[src/rtl/sqw_pkg.sv]
package sqw_pkg;

  typedef enum logic [1:0] {
    RATE_1HZ = 2'b00,
    RATE_4K  = 2'b01,
    RATE_8K  = 2'b10,
    RATE_32K = 2'b11
  } rate_e;

  // bit order fixed: decoded by the register read path
  typedef struct packed {
    logic       lvl;      // 7: static level
    logic [1:0] rsv_hi;   // 6:5
    logic       wave_en;  // 4
    logic [1:0] rsv_lo;   // 3:2
    rate_e      rate;     // 1:0
  } ctrl_t;

  localparam logic [7:0] CTRL_MASK  = 8'h93;
  localparam logic [7:0] CTRL_RESET = 8'h03;

  // divider tap per rate; the 1 Hz tap is the MSB
  localparam int TAP_32K = 0;
  localparam int TAP_8K  = 2;
  localparam int TAP_4K  = 3;

endpackage

[src/rtl/sqw_ctrl_reg.sv]
module sqw_ctrl_reg
  import sqw_pkg::*;
(
  input  logic       clk_i,
  input  logic       rst_ni,
  input  logic       we_i,
  input  logic [7:0] wdata_i,
  output ctrl_t      ctrl_q_o,
  output ctrl_t      ctrl_nxt_o
);

  ctrl_t ctrl_q;
  ctrl_t ctrl_nxt;

  always_comb begin
    ctrl_nxt = ctrl_q;
    if (we_i) ctrl_nxt = ctrl_t'(wdata_i & CTRL_MASK);
  end

  always_ff @(posedge clk_i or negedge rst_ni) begin
    if (!rst_ni) ctrl_q <= ctrl_t'(CTRL_RESET);
    else         ctrl_q <= ctrl_nxt;
  end

  assign ctrl_q_o   = ctrl_q;
  assign ctrl_nxt_o = ctrl_nxt;

  p_rsv_zero_r1: assert property (@(posedge clk_i) disable iff (!rst_ni)
    (ctrl_q.rsv_hi == 2'b00) && (ctrl_q.rsv_lo == 2'b00));

  p_hold_r1: assert property (@(posedge clk_i) disable iff (!rst_ni)
    !we_i |=> $stable(ctrl_q));

endmodule

[src/rtl/sqw_divider.sv]
module sqw_divider #(
  parameter int DIV_W = 16
) (
  input  logic             clk_i,
  input  logic             rst_ni,
  input  logic             tick_i,
  output logic [DIV_W-1:0] cnt_nxt_o,
  output logic             sec_tick_o
);

  localparam logic [DIV_W-1:0] CNT_ONE = {{(DIV_W-1){1'b0}}, 1'b1};

  logic [DIV_W-1:0] cnt_q;
  logic [DIV_W-1:0] cnt_nxt;
  logic             sec_q;

  assign cnt_nxt = tick_i ? cnt_q + CNT_ONE : cnt_q;

  always_ff @(posedge clk_i or negedge rst_ni) begin
    if (!rst_ni) begin
      cnt_q <= '0;
      sec_q <= 1'b0;
    end else begin
      cnt_q <= cnt_nxt;
      sec_q <= tick_i && (&cnt_q);  // wrap = 1 Hz falling edge
    end
  end

  assign cnt_nxt_o  = cnt_nxt;
  assign sec_tick_o = sec_q;

  p_hold_r10: assert property (@(posedge clk_i) disable iff (!rst_ni)
    !tick_i |=> $stable(cnt_q));

  p_sec_fall_r8: assert property (@(posedge clk_i) disable iff (!rst_ni)
    sec_tick_o |-> !cnt_q[DIV_W-1] && $past(cnt_q[DIV_W-1]));

  p_sec_single_r8: assert property (@(posedge clk_i) disable iff (!rst_ni)
    sec_tick_o |=> !sec_tick_o);

endmodule

[src/rtl/sqw_out_sel.sv]
module sqw_out_sel
  import sqw_pkg::*;
#(
  parameter int DIV_W = 16
) (
  input  logic             clk_i,
  input  logic             rst_ni,
  input  logic [DIV_W-1:0] cnt_nxt_i,
  input  ctrl_t            ctrl_nxt_i,
  output logic             oe_o
);

  localparam int TAP_1HZ = DIV_W - 1;

  logic wave_lvl;
  logic pin_lvl;
  logic oe_q;

  always_comb begin
    unique case (ctrl_nxt_i.rate)
      RATE_1HZ: wave_lvl = cnt_nxt_i[TAP_1HZ];
      RATE_4K:  wave_lvl = cnt_nxt_i[TAP_4K];
      RATE_8K:  wave_lvl = cnt_nxt_i[TAP_8K];
      default:  wave_lvl = cnt_nxt_i[TAP_32K];
    endcase
    pin_lvl = ctrl_nxt_i.wave_en ? wave_lvl : ctrl_nxt_i.lvl;
  end

  // open drain: drive low = enable asserted
  always_ff @(posedge clk_i or negedge rst_ni) begin
    if (!rst_ni) oe_q <= 1'b1;
    else         oe_q <= ~pin_lvl;
  end

  assign oe_o = oe_q;

endmodule

[src/rtl/sqw_gen.sv]
module sqw_gen
  import sqw_pkg::*;
#(
  parameter int DIV_W = 16
) (
  input  logic       clk_i,
  input  logic       rst_ni,
  input  logic       tick_i,
  input  logic       ctrl_we_i,
  input  logic [7:0] ctrl_wdata_i,
  output logic [7:0] ctrl_rdata_o,
  output logic       sqw_oe_o,
  output logic       sec_tick_o
);

  ctrl_t            ctrl_q;
  ctrl_t            ctrl_nxt;
  logic [DIV_W-1:0] cnt_nxt;

  sqw_ctrl_reg u_ctrl (
    .clk_i      (clk_i),
    .rst_ni     (rst_ni),
    .we_i       (ctrl_we_i),
    .wdata_i    (ctrl_wdata_i),
    .ctrl_q_o   (ctrl_q),
    .ctrl_nxt_o (ctrl_nxt)
  );

  sqw_divider #(.DIV_W(DIV_W)) u_div (
    .clk_i      (clk_i),
    .rst_ni     (rst_ni),
    .tick_i     (tick_i),
    .cnt_nxt_o  (cnt_nxt),
    .sec_tick_o (sec_tick_o)
  );

  sqw_out_sel #(.DIV_W(DIV_W)) u_sel (
    .clk_i      (clk_i),
    .rst_ni     (rst_ni),
    .cnt_nxt_i  (cnt_nxt),
    .ctrl_nxt_i (ctrl_nxt),
    .oe_o       (sqw_oe_o)
  );

  assign ctrl_rdata_o = ctrl_q;

  p_static_r3: assert property (@(posedge clk_i) disable iff (!rst_ni)
    !ctrl_q.wave_en |-> sqw_oe_o == !ctrl_q.lvl);

  p_32k_toggle_r4: assert property (@(posedge clk_i) disable iff (!rst_ni)
    (ctrl_q.wave_en && ctrl_q.rate == RATE_32K && $past(tick_i) &&
     $past(ctrl_q.wave_en) && $past(ctrl_q.rate) == RATE_32K)
    |-> sqw_oe_o != $past(sqw_oe_o));

  p_quiet_r10: assert property (@(posedge clk_i) disable iff (!rst_ni)
    (!$past(tick_i) && !$past(ctrl_we_i)) |-> $stable(sqw_oe_o));

endmodule

[config.mk]
export PLATFORM = sky130hd
export DESIGN_NAME = sqw_gen
export DESIGN_NICKNAME = d
export VERILOG_FILES = /design/src/rtl/sqw_pkg.sv /design/src/rtl/sqw_ctrl_reg.sv /design/src/rtl/sqw_divider.sv /design/src/rtl/sqw_out_sel.sv /design/src/rtl/sqw_gen.sv
export SDC_FILE = /design/constraint.sdc
export NUM_CORES = 1
export LEC_CHECK = 0
export CAP_MARGIN = 20
export CORE_MARGIN = 3
export CORE_UTILIZATION = 50
export CTS_CLUSTER_DIAMETER = 50
export DETAILED_ROUTE_END_ITERATION = 8
export DONT_BUFFER_PORTS = 1
export GPL_TIMING_DRIVEN = 0
export PLACE_DENSITY_LB_ADDON = 0.2
export SYNTH_ARGS = -nofsm -noshare
export SYNTH_HDL_FRONTEND = slang
export SYNTH_SLANG_ARGS = --single-unit
[constraint.sdc]
create_clock -name clk_i -period 2.3 [get_ports clk_i]
set_clock_uncertainty 0.2 [all_clocks]
set_input_delay 0.345 -clock clk_i [delete_from_list [all_inputs] [get_ports clk_i]]
set_output_delay 0.345 -clock clk_i [all_outputs]
set_load 0.02 [all_outputs]
# [Word-level counts from Yosys, hierarchy flattened]
# Index checks and enable logic that the tools add are counted.
# W data, S select, Z words.
[classes] n_bitwise=1 multipliers=0 reduce_logical=3 add_sub_neg=1 muxes=4 n_eq_ne=2 div=0 order_cmp=0 shifts=0
[ops] operator="$add A16 B1 Y16 const B" count=1
[ops] operator="$mux W16" count=1
[ops] operator="$reduce_and A16 Y1" count=1
[ops] operator="$mux W8" count=1
[ops] operator="$pmux W1 S3" count=1
[ops] operator="$eq A2 B1 Y1 const B" count=1
[ops] operator="$eq A2 B2 Y1 const B" count=1
[ops] operator="$logic_not A2 Y1" count=1
[ops] operator="$logic_and A1 B1 Y1" count=1
[ops] operator="$mux W1" count=1
[ops] operator="$not A1 Y1" count=1
[word_totals] latch_bits=0 memories=0 register_bits=22 out_inout_bits=10 in_bits=12 elab_cells=18 ram_bits=0 mem_bits_ro=0

# [Logic depth before layout (Yosys ltp)]
# Gate-level depths: netlist of the first run.
[depth] word_depth=5 ltp_mapped=5 mapped_depth_nobuf=5

# [Cells and area by module]
# From an unflattened synthesis of the first run, not the netlist that was laid out.
[hier_totals] hier_cells=84 hier_area_um2=1137.3
[by_module_without_submodules] mod="sqw_divider" n_inst=1 cells_per_inst=61 area_per_inst_um2=748.2 seq_area_each_um2=425.4
[by_module_without_submodules] mod="sqw_ctrl_reg" n_inst=1 cells_per_inst=17 area_per_inst_um2=309.0 seq_area_each_um2=202.7
[by_module_without_submodules] mod="sqw_out_sel" n_inst=1 cells_per_inst=6 area_per_inst_um2=80.1 seq_area_each_um2=26.3

# [Least setup slack after synthesis of the first run]
# No wires, ideal clock.
[synth_path] kind="register to register" startpoint="register u_div.cnt_q[0]" endpoint="register u_div.sec_q (netlist: u_div.sec_tick_o)" n_path_buf=0 t_required_ps=1980 period_less_slack_ps=1709 setup_time_ps=120 arrival_time_ps=1389 path_slack_ps=591 stages_incl_launch_ff=6 path_cell_list="dfrtp_1 -> ha_1 -> and3_2 -> and3_1 -> and3_1 -> and3_1"
[synth_between] elab_chain_len=2
[synth_lines] element="start, declared" line_no="sqw_divider.sv:13" rtl="logic [DIV_W-1:0] cnt_q;"
[synth_lines] element="start signal, assigned" line_no="sqw_divider.sv:24" rtl="cnt_q <= cnt_nxt;"
[synth_lines] element="$reduce_and A16 Y1" line_no="sqw_divider.sv:25" rtl="sec_q <= tick_i && (&cnt_q);"
[synth_lines] element="$logic_and A1 B1 Y1" line_no="sqw_divider.sv:25"
[synth_lines] element="end signal, assigned" line_no="sqw_divider.sv:25"
[synth_lines] element="end, declared" line_no="sqw_divider.sv:15" rtl="logic sec_q;"
# Every way passes these cells.
# A chain may end at the register's enable or synchronous reset.

# [Worst setup path after layout of the first run]
# Ends and elaborated chain as after synthesis.

==> results of run 1 <==
==> area by class of cell <==
type | count | share of cell area [%]
clock inverters | 1 | 2.53
plain buffers | 4 | 2.53
clock buffers | 3 | 1.89
inverters | 2 | 0.632
well taps | 25 | 2.63
multi-input cells | 61 | 38.1
flip-flops and latches | 22 | 46.6
repair buffers | 6 | 5.05
==> synthesized netlist by cell type <==
cell / n / area, um2
o31a_1: 1 / 8.76
ha_1: 1 / 12.5
nor2_1: 5 / 18.8
mux2_2: 3 / 33.8
and3b_2: 1 / 10.0
xor2_1: 7 / 61.3
dfrtp_1: 19 / 475
and4_1: 1 / 8.76
dfstp_2: 3 / 78.8
a21boi_0: 1 / 7.51
or2b_2: 1 / 8.76
nor4_4: 1 / 21.3
o22a_1: 1 / 8.76
nand4_1: 4 / 25.0
conb_1: 1 / 3.75
nand4_4: 1 / 21.3
nand2_1: 8 / 30.0
and3_2: 1 / 7.51
buf_4: 4 / 30.0
mux2i_1: 3 / 30.0
o211ai_1: 1 / 7.51
nor3_1: 1 / 5.00
nor2b_1: 1 / 6.26
xnor2_1: 7 / 61.3
or2_2: 2 / 12.5
inv_1: 2 / 7.51
and3_1: 5 / 31.3
==> kinds of logic (layout without fill, tap and decap cells) <==
kind of cell	Yosys count	count (layout)	share of synthesized area [%]
AO/OA/AOI/OAI	4	4	3.15
adder cells (fa/ha/maj)	1	1	1.21
multiplexers	6	6	6.17
other	1	4	0.363
XOR/XNOR	14	14	11.9
flip-flops	22	22	53.6
AND/OR/NAND/NOR	32	32	20.0
buffers and inverters	6	16	3.63
==> sequential cells by signal (all words and copies together), names as in the netlist <==
| signal | flops |
|---|---|
| u_sel.oe_o | 1 |
| u_ctrl.ctrl_q_o | 4 |
| u_div.sec_tick_o | 1 |
| u_div.cnt_q | 16 |
==> power by group through the flow <==
stage | Sequential [mW] | Clock (mW) | Combinational, mW
2_1_floorplan | 0.543 | 0 | 0.139
3_3_place_gp | 0.551 | 0 | 0.159
3_5_place_dp | 0.553 | 0 | 0.163
4_1_cts | 0.546 | 0.301 | 0.179
5_1_grt | 0.559 | 0.316 | 0.208
6_report | 0.548 | 0.292 | 0.181
==> layer usage <==
layer / wire length [um] / GRT usage (%)
met3: 88 / 4.37
met4: 42 / 7.86
met5: 0 / 0
met1: 689 / 15.0
met2: 728 / 23.7
==> worst paths after layout <==
check | cells after the start | endpoint | slack [ns]
max | 5 | u_div.sec_tick_o$_DFF_PN0_ | 0.49
min | 1 | u_ctrl.ctrl_q_o[4]$_DFF_PN0_ | 0.05
max reg2reg | 5 | u_div.sec_tick_o$_DFF_PN0_ | 0.49
min reg2reg | 1 | u_div.cnt_q[9]$_DFFE_PN0P_ | 0.30
max in group asynchronous | 1 | u_div.cnt_q[4]$_DFFE_PN0P_ | 0.91
min in group asynchronous | 1 | u_div.sec_tick_o$_DFF_PN0_ | 0.41
==> results, run 1 <==
- For this design the top-level I/O count stands at 22.
- The number of diodes added for antenna fixing is 0.
- Detailed placement ended at an HPWL of 1130 um.
- The startpoint identified for the worst hold timing path is ctrl_wdata_i[4].
- The count of input and output buffers is 0.
- TritonCTS built the clock tree.
- The mapped cell area is 1030 um2.
- The area of combinational cells with multiple inputs is 453 um2.
- For this run, the total global-route usage over all layers was measured as 13.9%.
- Subtracting the final worst setup slack from the clock period gives 1.81 ns.
- The startpoint type of the worst setup path is a register.
- Together, buffers and inverters on the worst path number 0.
- The class of the worst hold path is in -> reg.
- The number of remaining DRC errors is 0.
- The setup TNS is 0 ns.
- On the critical path, the stage with the largest delay is an instance of dfrtp_1.
- The count of state elements after synthesis is 22.
- The critical path required time is 2.32 ns.
- The kind of end point of the critical path is a register.
- The signal arrival time at the worst endpoint is 1.82 ns.
- The number of violations of the max-capacitance limit is 0.
- The pin count of the biggest net entering global routing is 23.
- In this run the cell area measured after placement is 1080 um2.
- The number of standard cells in the final layout excluding fillers is 124.
- Measured against its own limit, the worst slew margin works out to 37.1%.
- Hold timing on the final database bottoms out at a slack of 0.0496 ns.
- The cell count after placement is 114.
- The worst-margin pin slew is 0.940 ns.
- From synthesis to final layout, the design area changed by 15.0%.
- Static timing analysis puts the maximum clock frequency at 554 MHz.
- Setup violations remaining at the end of the flow were counted as 0.
- The detailed router placed 654 vias in this run.
- In this run the worst path has a maximum fanout of 4.
- Measured along the x axis, the die boundary spans 51.5 um.
- The biggest cell delay along the critical path is 0.44 ns.
- The reported net switching power is 0.285 mW.
- The last weighted congestion value of the routability-driven placer is 0.779.
- The wire length of the first global-routing pass is 2620 um.
- The top cell family by delay on the critical path is simple AND/OR/NAND/NOR gates.
- The number of buffers created by CTS is 3.
- The share of layout cells above drive strength 1 is 21.2%.
- In the final routed layout, each cell accounts on average for 12.5 um.
- The run finished with clean final reports.
- Post-CTS timing repair inserted 0 buffers for setup.
- The total number of yosys warnings is 0.
- Clock tree synthesis selected as its root buffer the cell clkbuf_4.
- The maximum ir drop on the vdd rail is 0.000870 V.
- The final critical path takes up 78.5% of the cycle.
- The overall routed net length is 1550 um.
- The most numerous cell on the critical path is and3_1.
- The CTS sink count is 22.
- Global routing finished with a remaining overflow of 0.
- The type of the worst setup path is reg -> reg.
- The first detailed-routing pass ran for 4 iterations.
- Fill cells in the final layout number 161.
- The power density over the cells is 859 nW/um2.
- The number of design-rule violations left by the first detailed-router iteration is 5.
- The post-cts hold buffer count is 4.
- Post-CTS repair changed the size of 0 cells.
- Synthesis handed over a netlist of 86 instances.
- The beginning of the worst register-to-register path is u_div.cnt_q[0]$_DFF_PN0_.
- The later pin in the worst-skew pair is clocked with a latency of 0.30 ns.
- The library cell used most frequently in the layout, excluding fill and tap cells, is dfrtp_1.
- The number of hold violations in the final report is 0.
- The storage element area is 554 um2.
- The row count is 15.
- The analysis attributes to cell leakage a power of 0.584 nW.
- The critical path starts at u_div.cnt_q[0]$_DFF_PN0_.
- Combinational cells account for 17.7% of the total power.
- The number of global-route vias before repair was 628.
- The number of antenna violations at the first check in global routing is 0.
- The area of the placeable core is 1840 um2.
- The final design utilization is 64.6%.
- The final total power is 1.02 mW.
- The number of different library cells in the post-synthesis netlist is 27.
- The number of H-tree levels is 1.
- The register area share after synthesis is 53.6%.
- The starting density of the core is 56.2%.
- In this run, the clock network consumes 28.6% of the power.
- The proportion of power drawn by flip-flops and latches is 53.7%.
- The number of buffers between clock root and the deepest sink is 2.
- The detail route stage leaves a number of antenna-violating nets equal to 0.
- Setup repair after global routing left no endpoint under its margin.
- The clock input transition at the sequential cells of the worst setup and hold paths is 0.12 ns.
- Before CTS, the worst setup slack after placement is 0.489 ns.
- In the layout the commonest cells are dfrtp_1, nand2_1, xor2_1, xnor2_1, dlygate4sd3_1.
- The die height is 51.5 um.
- The full die area is 2650 um2.
- Each instance of the synthesized netlist takes up on average 12.0 um2.
- The switching share of power is 27.9%.
- The final instance area is 1190 um2.
- Traced cell by cell, the critical path runs through ha_1 > and3_2 > and3_1 > and3_1 > and3_1.
- Cell internal power was estimated by the tool at 0.736 mW.
- The number of pins exceeding their max-slew limit in the final report was 0.
- After detailed routing, the number of vias per cell comes to 5.27.
- At the end of the flow, the number of nets in the layout was 113.
- In the post-route analysis, the smallest setup slack over all paths is 0.495 ns.
(Power assumes the default switching activity.)
==> run 2: changes to the inputs <==
- clock period: 2.3 -> 1.83 ns (I/O delays scaled with it)
==> run 2 against run 1 <==
Compared with the run above: setup slack lost 0.43 ns; via count grew 1.2%; sequential power grew 25%; critical path type unchanged; largest power group unchanged; highest routed layer unchanged.
==> results, run 2 (synthesized netlist as in run 1, its figures left out) <==
- The post-layout worst setup margin is 0.0654 ns (-0.429 ns).
- The internal reg-to-reg setup slack is 0.07 ns (-0.43 ns).
- The number of buffers created by CTS is 3 (unchanged).
- The worst-margin pin slew is 0.947 ns (+0.00630 ns).
- The minimum clock period after layout is 1.76 ns (-0.0407 ns).
- The cell chosen for the clock root is clkbuf_4.
- The clock latency at the later pin of the worst-skew pair was 0.31 ns (about the same).
- The leftover overflow at the end of global routing was 0 (unchanged).
- The number of design-rule violations left by the first detailed-router iteration was 6 (+1).
- The worst hold path begins at ctrl_wdata_i[0].
- The most common cell after layout, fill and taps aside is dfrtp_1.
- The share of layout cells above drive strength 1 was 23.3% (+2.1 points).
- The count of input and output buffers is 0 (unchanged).
- The routed wirelength normalized by instance count came to 12.7 um (+1.7%).
- The number of antenna violations at the first check in global routing is 0 (unchanged).
- The total leakage power came to 0.600 nW (+2.8%).
- The kind of end point of the critical path is a register.
- The number of remaining DRC errors is 0 (unchanged).
- The number of optimization iterations in the first detailed-route pass is 2 (-2).
- The die span in x is 51.5 um (unchanged).
- The layout filler cell count is 160 (-0.62%).
- The final number of setup-violating endpoints is 0 (unchanged).
- The via count is 662 (+1.2%).
- The storage element area is 554 um2 (unchanged).
- The worst setup path is launched from a register.
- The last weighted congestion value of the routability-driven placer is 0.779 (unchanged).
- The critical path required time came to 1.85 ns (-0.47 ns).
- The signal arrival time at the worst endpoint was 1.78 ns (-0.04 ns).
- The number of pins exceeding their max-slew limit in the final report is 0 (unchanged).
- The fmax was 567 MHz (+2.3%).
- The clock input transition at the sequential cells of the worst setup and hold paths is 0.12 ns (about the same).
- The worst hold-check slack is 0.0372 ns (-0.0125 ns).
- The aggregate global-route resource usage was 14.2% (+0.31 points).
- The number of global-route vias before repair is 647 (+3.0%).
- The worst hold path belongs to the class in -> reg.
- The row count came to 15 (unchanged).
- The power density over the cells is 1080 nW/um2 (+26%).
- The layout-stage area growth over the synthesis result is 18.6%.
- The starting density of the core is 56.2% (unchanged).
- The number of diodes added for antenna fixing is 0 (unchanged).
- The wire length of the first global-routing pass is 2690 um (+2.6%).
- The mean number of vias per cell is 5.17 (-1.9%).
- The count of cells along the worst hold path came to 2 (+1).
- The area of the placeable core is 1840 um2 (unchanged).
- In the layout the commonest cells are dfrtp_1, nand2_1, dlygate4sd3_1.
- The number of flip-flops in the largest register came to 16 (unchanged).
- The end point of the most critical hold path is u_ctrl.ctrl_q_o[0]$_DFF_PN1_.
- The final net count is 117 (+3.5%).
- The worst setup path is of the reg -> reg kind.
- The remaining antenna violation count after routing is 0 (unchanged).
- The die height was 51.5 um (unchanged).
- The number of buffers between clock root and the deepest sink came to 2 (unchanged).
- The biggest fanout along the worst timing path is 4 (unchanged).
- The pin count of the biggest net entering global routing is 23 (unchanged).
- The CTS sink count came to 22 (unchanged).
- The CTS tree is done.
- The count of cells along the worst register-to-register path is 5 (unchanged).
- The flow ran to the end, and the final reports show no timing, DRC or antenna violations.
- More flip-flops sit in one register than any other, and that register is u_div.cnt_q.
- The area of combinational cells with multiple inputs is 455 um2 (+0.55%).
- The number of H-tree levels is 1 (unchanged).
- The I/O pin count is 22 (unchanged).
- The placement-stage worst setup slack is 0.0190 ns (-0.470 ns).
- The placed wire-length estimate was 1130 um (unchanged).
- The number of violations of the max-capacitance limit was 0 (unchanged).
- In this run the critical register-to-register path is captured at u_div.sec_tick_o$_DFF_PN0_.
- The startpoint identified for the worst register-to-register timing path is u_div.cnt_q[1]$_DFFE_PN0P_.
- The number of hold violations in the final report is 0 (unchanged).
- The overall routed net length is 1630 um (+5.0%).
- The portion of the clock cycle consumed by the worst path in the final layout was 96.4% (+18 points).
- The full die area is 2650 um2 (unchanged).
- The maximum ir drop on the vdd rail is 0.00109 V (+25%).
- The worst-case headroom to the max-slew limit is 36.7% (-0.42 points).
## run 2: critical path: stages, from the launching register on
cell	delay [ns]
dfrtp_1	0.44
ha_2	0.20
and3_2	0.21
and3_1	0.23
and3_1	0.21
and3_1	0.18
## run 2: worst max-delay path by stage
stage	start	to	slack, ns	cells after the start
after global placement	u_div.cnt_q[0]$_DFF_PN0_	u_div.sec_tick_o$_DFF_PN0_	0.04	5
after CTS	u_div.cnt_q[0]$_DFF_PN0_	u_div.sec_tick_o$_DFF_PN0_	0.02	5
final	u_div.cnt_q[1]$_DFFE_PN0P_	u_div.sec_tick_o$_DFF_PN0_	0.07	5
after detailed placement	u_div.cnt_q[0]$_DFF_PN0_	u_div.sec_tick_o$_DFF_PN0_	0.02	5
after global routing	u_div.cnt_q[1]$_DFFE_PN0P_	u_div.sec_tick_o$_DFF_PN0_	-0.001	5
after floorplan	u_div.cnt_q[0]$_DFF_PN0_	u_div.sec_tick_o$_DFF_PN0_	0.12	5
## run 2: cell type report
type / count / share of cell area, %
Clock inverter: 1 / 2.45
Timing Repair Buffer: 10 / 7.76
Tap cell: 25 / 2.55
Clock buffer: 3 / 1.84
Buffer: 4 / 2.45
Multi-Input combinational cell: 61 / 37.1
Sequential cell: 22 / 45.2
Inverter: 2 / 0.612
## run 2: power breakdown
part	leakage [nW]	total [mW]	internal, mW	switching (mW)
clock network	0.0279	0.367	0.222	0.146
registers	0.282	0.686	0.579	0.106
logic	0.290	0.273	0.156	0.116
## run 2: metrics by stage
step / power [mW] / utilization, % / cell area (um2) / TNS [ns] / std cells
final: 1.33 / 66.7 / 1230 / 0 / 128
after global routing: 1.41 / 66.7 / 1230 / -0.000956 / 128
after CTS: 1.30 / 65.7 / 1210 / 0 / 126
after detailed placement: 0.899 / 58.5 / 1080 / 0 / 114
after global placement: 0.893 / 58.5 / 1080 / 0 / 114
after floorplan: 0.857 / - / 1040 / 0 / 89
## run 2: what timing repair did
item,in CTS,in global routing
buffers inserted,0,2
hold endpoints to repair,28,0
endpoints found under the setup margin,0,3
gates resized for setup,0,1
hold buffers,8,0
## run 2: per-layer routing
metal  routed length, um  up-vias  global-route usage, %
met2                 775       17                   24.2
met5                   0        -                      0
li1                    -      320                      -
met4                  42        0                   7.86
met1                 707      320                   15.0
met3                 100        5                   5.25
